**config.mk**
```make
export PLATFORM = sky130hd
export DESIGN_NAME = rob_core
export DESIGN_NICKNAME = d
export VERILOG_FILES = /design/src/rtl/rob_pkg.sv /design/src/rtl/rob_ptrs.sv /design/src/rtl/rob_lookup.sv /design/src/rtl/rob_core.sv
export SDC_FILE = /design/constraint.sdc
export NUM_CORES = 2
export LEC_CHECK = 0
export BUFFER_PORTS_ARGS = -buffer_cell sky130_fd_sc_hd__buf_2
export CAP_MARGIN = 10
export CORE_UTILIZATION = 50
export CTS_CLUSTER_SIZE = 30
export DETAILED_ROUTE_END_ITERATION = 7
export PLACE_DENSITY = 0.74
export SETUP_SLACK_MARGIN = 0.5
export SLEW_MARGIN = 20
export SYNTH_ARGS = -nofsm -noshare
export SYNTH_HDL_FRONTEND = slang
export SYNTH_SLANG_ARGS = --single-unit
```
**constraint.sdc**
```tcl
create_clock -name clk -period 7 [get_ports clk]
set_input_delay 0.7 -clock clk [delete_from_list [all_inputs] [get_ports clk]]
set_output_delay 0.7 -clock clk [all_outputs]
set_load 0.02 [all_outputs]
```
**src/rtl/rob_pkg.sv**
```systemverilog
package rob_pkg;
   // lifecycle of one buffer slot
   typedef enum logic [1:0] {
      SLOT_FREE = 2'd0,
      SLOT_WAIT = 2'd1,
      SLOT_DONE = 2'd2
   } slot_e;
endpackage

```
**src/rtl/rob_ptrs.sv**
```systemverilog
module rob_ptrs #(
   parameter int IDX_W = 3
) (
   input  logic             clk,
   input  logic             rst_n,
   input  logic             flush_i,
   input  logic             push_i,
   input  logic             pop_i,
   output logic [IDX_W-1:0] head_o,
   output logic [IDX_W-1:0] tail_o,
   output logic             full_o,
   output logic             empty_o
);
   // pointer carries an extra wrap bit above the slot index
   logic [IDX_W:0] head_q, tail_q;

   always_ff @(posedge clk) begin
      if (!rst_n || flush_i) begin
         head_q <= '0;
         tail_q <= '0;
      end else begin
         head_q <= head_q + (IDX_W+1)'(pop_i);
         tail_q <= tail_q + (IDX_W+1)'(push_i);
      end
   end

   assign head_o  = head_q[IDX_W-1:0];
   assign tail_o  = tail_q[IDX_W-1:0];
   assign empty_o = (head_q == tail_q);
   assign full_o  = (head_q[IDX_W] != tail_q[IDX_W]) &&
                    (head_q[IDX_W-1:0] == tail_q[IDX_W-1:0]);

   // never allocate past a full buffer
   p_no_overflow_r3: assert property (@(posedge clk) disable iff (!rst_n)
      push_i |-> !full_o);
   // never retire from an empty buffer
   p_no_underflow_r5: assert property (@(posedge clk) disable iff (!rst_n)
      pop_i |-> !empty_o);
   // a retirement moves the head by exactly one slot
   p_head_step_r5: assert property (@(posedge clk) disable iff (!rst_n)
      (pop_i && !flush_i) |=> (head_q == $past(head_q) + 1'b1));
endmodule

```
**src/rtl/rob_lookup.sv**
```systemverilog
module rob_lookup #(
   parameter int DEPTH    = 8,
   parameter int IDX_W    = 3,
   parameter int AREG_W   = 5,
   parameter int DATA_W   = 32,
   parameter bit FWD_CMPL = 1'b1
) (
   input  logic                          clk,
   input  logic                          rst_n,
   input  logic [IDX_W-1:0]              head_i,
   input  logic [DEPTH-1:0]              valid_i,
   input  logic [DEPTH-1:0]              done_i,
   input  logic [DEPTH-1:0][AREG_W-1:0]  areg_i,
   input  logic [DEPTH-1:0][DATA_W-1:0]  data_i,
   input  logic                          cmpl_valid_i,
   input  logic [IDX_W-1:0]              cmpl_tag_i,
   input  logic [DATA_W-1:0]             cmpl_data_i,
   input  logic [AREG_W-1:0]             query_i,
   output logic                          hit_o,
   output logic                          ready_o,
   output logic [DATA_W-1:0]             data_o,
   output logic [IDX_W-1:0]              tag_o
);
   logic              base_hit, base_rdy;
   logic [DATA_W-1:0] base_dat;
   logic [IDX_W-1:0]  base_tag;

   // walk from oldest to youngest; the last match wins
   always_comb begin
      logic [IDX_W-1:0] idx;
      base_hit = 1'b0;
      base_rdy = 1'b0;
      base_dat = '0;
      base_tag = '0;
      for (int k = 0; k < DEPTH; k++) begin
         idx = head_i + IDX_W'(k);
         if (valid_i[idx] && (areg_i[idx] == query_i)) begin
            base_hit = 1'b1;
            base_tag = idx;
            base_rdy = done_i[idx];
            base_dat = data_i[idx];
         end
      end
   end

   assign hit_o = base_hit;
   assign tag_o = base_tag;

   generate
      if (FWD_CMPL) begin : g_fwd
         logic bypass;
         assign bypass  = base_hit && !base_rdy && cmpl_valid_i &&
                          (cmpl_tag_i == base_tag);
         assign ready_o = base_rdy | bypass;
         assign data_o  = bypass ? cmpl_data_i : base_dat;
      end else begin : g_nofwd
         assign ready_o = base_rdy;
         assign data_o  = base_dat;
      end
   endgenerate

   // a ready answer only ever comes with a hit
   p_ready_needs_hit_r6: assert property (@(posedge clk) disable iff (!rst_n)
      ready_o |-> hit_o);
endmodule

```
**src/rtl/rob_core.sv**
```systemverilog
module rob_core #(
   parameter int DEPTH    = 8,
   parameter int AREG_W   = 5,
   parameter int DATA_W   = 32,
   parameter bit FWD_CMPL = 1'b1,
   localparam int IDX_W   = $clog2(DEPTH)
) (
   input  logic              clk,
   input  logic              rst_n,
   input  logic              disp_valid,
   input  logic [AREG_W-1:0] disp_areg,
   output logic              disp_ready,
   output logic [IDX_W-1:0]  disp_tag,
   input  logic              cmpl_valid,
   input  logic [IDX_W-1:0]  cmpl_tag,
   input  logic [DATA_W-1:0] cmpl_data,
   output logic              cmt_valid,
   output logic [AREG_W-1:0] cmt_areg,
   output logic [DATA_W-1:0] cmt_data,
   input  logic [AREG_W-1:0] lkp_areg,
   output logic              lkp_hit,
   output logic              lkp_ready,
   output logic [DATA_W-1:0] lkp_data,
   output logic [IDX_W-1:0]  lkp_tag,
   input  logic              flush
);
   import rob_pkg::*;

   generate
      if (DEPTH < 2 || (1 << IDX_W) != DEPTH) begin : g_bad_depth
         $error("rob_core: DEPTH must be a power of two, at least 2");
      end
      if (AREG_W < 1 || DATA_W < 1) begin : g_bad_width
         $error("rob_core: register and data widths must be positive");
      end
   endgenerate

   slot_e                         state_q [DEPTH];
   logic [DEPTH-1:0][AREG_W-1:0]  areg_q;
   logic [DEPTH-1:0][DATA_W-1:0]  data_q;
   logic [DEPTH-1:0]              valid_v, done_v;

   logic [IDX_W-1:0] head, tail;
   logic             full, empty, push, pop;

   assign push       = disp_valid && !full && !flush;
   assign disp_ready = !full;
   assign disp_tag   = tail;

   assign pop       = (state_q[head] == SLOT_DONE) && !flush;
   assign cmt_valid = pop;
   assign cmt_areg  = areg_q[head];
   assign cmt_data  = data_q[head];

   rob_ptrs #(.IDX_W(IDX_W)) u_ptrs (
      .clk     (clk),
      .rst_n   (rst_n),
      .flush_i (flush),
      .push_i  (push),
      .pop_i   (pop),
      .head_o  (head),
      .tail_o  (tail),
      .full_o  (full),
      .empty_o (empty)
   );

   generate
      for (genvar i = 0; i < DEPTH; i++) begin : g_slot
         always_ff @(posedge clk) begin
            if (!rst_n || flush) begin
               state_q[i] <= SLOT_FREE;
               areg_q[i]  <= '0;
               data_q[i]  <= '0;
            end else if (push && (tail == IDX_W'(i))) begin
               state_q[i] <= SLOT_WAIT;
               areg_q[i]  <= disp_areg;
            end else if (cmpl_valid && (cmpl_tag == IDX_W'(i)) &&
                         (state_q[i] == SLOT_WAIT)) begin
               state_q[i] <= SLOT_DONE;
               data_q[i]  <= cmpl_data;
            end else if (pop && (head == IDX_W'(i))) begin
               state_q[i] <= SLOT_FREE;
            end
         end
         assign valid_v[i] = (state_q[i] != SLOT_FREE);
         assign done_v[i]  = (state_q[i] == SLOT_DONE);
      end
   endgenerate

   rob_lookup #(
      .DEPTH(DEPTH), .IDX_W(IDX_W), .AREG_W(AREG_W),
      .DATA_W(DATA_W), .FWD_CMPL(FWD_CMPL)
   ) u_lookup (
      .clk          (clk),
      .rst_n        (rst_n),
      .head_i       (head),
      .valid_i      (valid_v),
      .done_i       (done_v),
      .areg_i       (areg_q),
      .data_i       (data_q),
      .cmpl_valid_i (cmpl_valid),
      .cmpl_tag_i   (cmpl_tag),
      .cmpl_data_i  (cmpl_data),
      .query_i      (lkp_areg),
      .hit_o        (lkp_hit),
      .ready_o      (lkp_ready),
      .data_o       (lkp_data),
      .tag_o        (lkp_tag)
   );

   // results only arrive for allocated slots still waiting
   p_cmpl_live_r4: assert property (@(posedge clk) disable iff (!rst_n)
      (cmpl_valid && !flush) |-> (state_q[cmpl_tag] == SLOT_WAIT));
   // while full and not flushed, the tag handed out stays put
   p_full_stall_r3: assert property (@(posedge clk) disable iff (!rst_n)
      (!disp_ready && !flush) |=> (disp_tag == $past(disp_tag)));
   // the cycle after a flush nothing is in flight
   p_flush_empty_r8: assert property (@(posedge clk) disable iff (!rst_n)
      flush |=> (!cmt_valid && !lkp_hit && disp_tag == '0 && empty));
endmodule

```
==> impl_metrics.json <==
{
  "slew_headroom": 0.1338,
  "synth-seq-cells": 320,
  "grt_max_degree": 143,
  "p_leak_uw": 0.009126,
  "fp.coreArea_mm2": 0.05172,
  "endpoint_kind": "primary output",
  "synth_edf_count": 16,
  "worst-path-max-fanout": 32,
  "synthesis.area_mm2": 0.02637,
  "path_cells": "inv_1 -> buf_4 -> ha_4 -> buf_16 -> buf_4 -> mux2i_1 -> mux4_2 -> xor2_1 -> and4_4 -> a211oi_4 -> buf_4 -> a221oi_1 -> a21oi_1 -> a2111oi_0 -> a211oi_2 -> mux2_4 -> buf_2",
  "grt_pass1_vias": 24260,
  "worstPathRequired_ns": 6.30,
  "setup_slack_ns": 0.6451,
  "ys_warn_count": 0,
  "synth-main-ff-cell": "dfxtp_1",
  "slowest_stage": "a2111oi_0",
  "routed_wl_um": 95320,
  "postCtsHoldBufs": 0,
  "gp_congestion": 0.9347,
  "finalCritPeriodShare": 0.9078,
  "synth_nets": 2992,
  "start_util": 0.5099,
  "final_hold_viol_count": 0,
  "area_delta_synth_final_pct": 8.740,
  "cts_tree": "yes",
  "root_buffer": "clkbuf_16",
  "grt_pass1_wl_um": 142100,
  "tightestPinTransition_ns": 1.295,
  "port_buffers": 128,
  "path_common_cell": "buf_4",
  "hold_class": "in -> reg",
  "wl_per_cell_um": 26.86,
  "path_delay_family": "compound AO/OA/AOI/OAI gates",
  "max_stage_delay_ns": 0.71,
  "viasPerCell": 7.132,
  "ant_nets": 0,
  "fp.dieArea_mm2": 0.05366,
  "fin_tns_setup_ns": 0,
  "post-place-ws_ns": 0.8409,
  "final_cells": 3548,
  "finalSetupViolCount": 0,
  "yosysSeqAreaShare": 0.2490,
  "final_cell_mix": "nand2_1 (851), a21oi_1 (378), mux4_2 (305)",
  "ir_worst_vdd_mv": 0.1933,
  "clock-skew-final_ns": 0.03960,
  "start_kind": "flip-flop",
  "status": "finished clean",
  "cts_buffers": 39,
  "gr-usage-all-layers": 0.3462,
  "synthCells": 2930,
  "period_needed_ns": 6.355,
  "globalRoute.totalOverflow": 0,
  "whs_ns": 0.4097,
  "fin_nets": 2900,
  "antenna_found_initial": 2,
  "clk_latency_ns": 0.61,
  "utilization": 0.5545,
  "num_rows": 83,
  "critical_path_arrival_ns": 5.65,
  "cp.buffers_inverters": 6,
  "insertedDiodeCount": 0,
  "clock-sinks": 320,
  "worst-setup-path-type": "reg -> out",
  "h-tree-depth": 2,
  "fmax_mhz": 157.4,
  "final_common_cell": "nand2_1",
  "rsz0062_at_grt": "yes",
  "drtPass1Iterations": 6,
  "place_inst": 3467,
  "avgSynthCellArea_um2": 9.000,
  "maxCapViolations": 0,
  "p_per_area_mw_per_mm2": 150.6,
  "hpwl_um": 54930,
  "ios": 129,
  "drv_slew": 0,
  "clk_path_buf_depth": 3,
  "layout-drive-gt1-share": 0.2371,
  "die_x_um": 231.7,
  "cts.reportedPaths.clkPinSlew_ns": 0.06,
  "synth-async-reset-ratio": 0,
  "drc": 0,
  "fp.dieH_um": 231.7,
  "synth_cell_types": 70,
  "initialDrtViolationCount": 3881,
  "vias": 25310
}
## cell usage after synthesis, drive strengths merged, types with 3 or more instances
library cell    n  area share
or2             7      0.0017
a211o           3      0.0010
nand2b         17      0.0040
and3            5      0.0012
xor2           26      0.0086
nand3          14      0.0027
or3             8      0.0019
mux2           73       0.035
dfxtp         304        0.23
and2           14      0.0035
a22o            4      0.0013
a22oi           5      0.0014
o22ai           5      0.0012
mux2i         217       0.082
nor3           14      0.0028
ha             12      0.0057
clkbuf        196       0.028
o211ai          3     0.00085
nand4          10      0.0024
a221oi         37       0.012
nand3b          3     0.00085
nand2         852        0.12
xnor2          16      0.0053
a2111oi        31       0.010
o21a            3     0.00085
mux4          306        0.26
nand4b          6      0.0020
o21ai          12      0.0023
nor2           82       0.012
a32o           31       0.012
buf           125       0.026
a211oi         33      0.0096
nor3b           7      0.0020
nor2b          15      0.0036
a21oi         378       0.072
edfxtp         16       0.018
inv            10      0.0014
## state kept, by name (all words and copies together) (netlist names)
| signal | cells |
|---|---|
| areg_q | 40 |
| data_q | 256 |
| u_ptrs.tail_q | 4 |
| u_ptrs.head_q | 4 |
| state_q | 16 |
## tightest hold or removal path, cell delays in order
cell and delay, ns:
buf_2 0.15, nand2_1 0.07, a21oi_1 0.05
## stage by stage
step	instance area [um2]	power (uW)
final	28680	4319
after global routing	28680	4410
after CTS	28490	4304
after detailed placement	27050	2201
after global placement	27050	2195
after floorplan	26370	2111
## worst paths after layout
path	depth (start not counted)	endpoint	slack, ns	from
min	3	data_q[76]	0.41	cmpl_data[12]
max reg2reg	10	data_q[199]	2.73	u_ptrs.head_q[2]
min reg2reg	2	data_q[147]	0.49	data_q[147]
max	17	lkp_data[28]	0.65	u_ptrs.head_q[0]
## cells by family (layout without fill, tap and decap cells)
| group | Yosys count | count (layout) | synth area share |
|---|---|---|---|
| compound gates | 566 | 566 | 0.1320 |
| xor+xnor | 42 | 42 | 0.01395 |
| fa+ha+maj | 12 | 12 | 0.005694 |
| buf+inv | 332 | 270 | 0.05523 |
| flops | 320 | 320 | 0.2490 |
| mux | 596 | 596 | 0.3793 |
| simple gates | 1062 | 1062 | 0.1648 |
## repair_timing
item / in CTS / in global routing
gates resized for setup: 6 / 9
endpoints found under the hold margin: 0 / 0
pin swaps: 1 / 2
setup endpoints to repair: 33 / 33
buffers inserted: 1 / 6
gates cloned: 1 / 1
## where the power goes
part	switching, uW	internal (uW)	leakage (uW)	total, uW
Clock	895	1250	0.000663	2140
Combinational	216	109	0.00583	325
Sequential	10.1	1840	0.00263	1850
## routing by layer
layer  part of all wire  wire length (um)  GRT usage
met4              0.068              6439     0.2058
met1               0.35             32900     0.4373
met2               0.44             42260     0.5322
met5            0.00014                13          0
met3               0.14             13710    0.09166
## area by class of cell
class | instances | area [um2]
Fill cell | 4423 | 23040
Multi-Input combinational cell | 2278 | 18570
Sequential cell | 320 | 6578
Timing Repair Buffer | 188 | 1285
Clock buffer | 58 | 1169
Tap cell | 680 | 850.8
Clock inverter | 13 | 182.7
Inverter | 11 | 41.29
(Power assumes the default switching activity.)
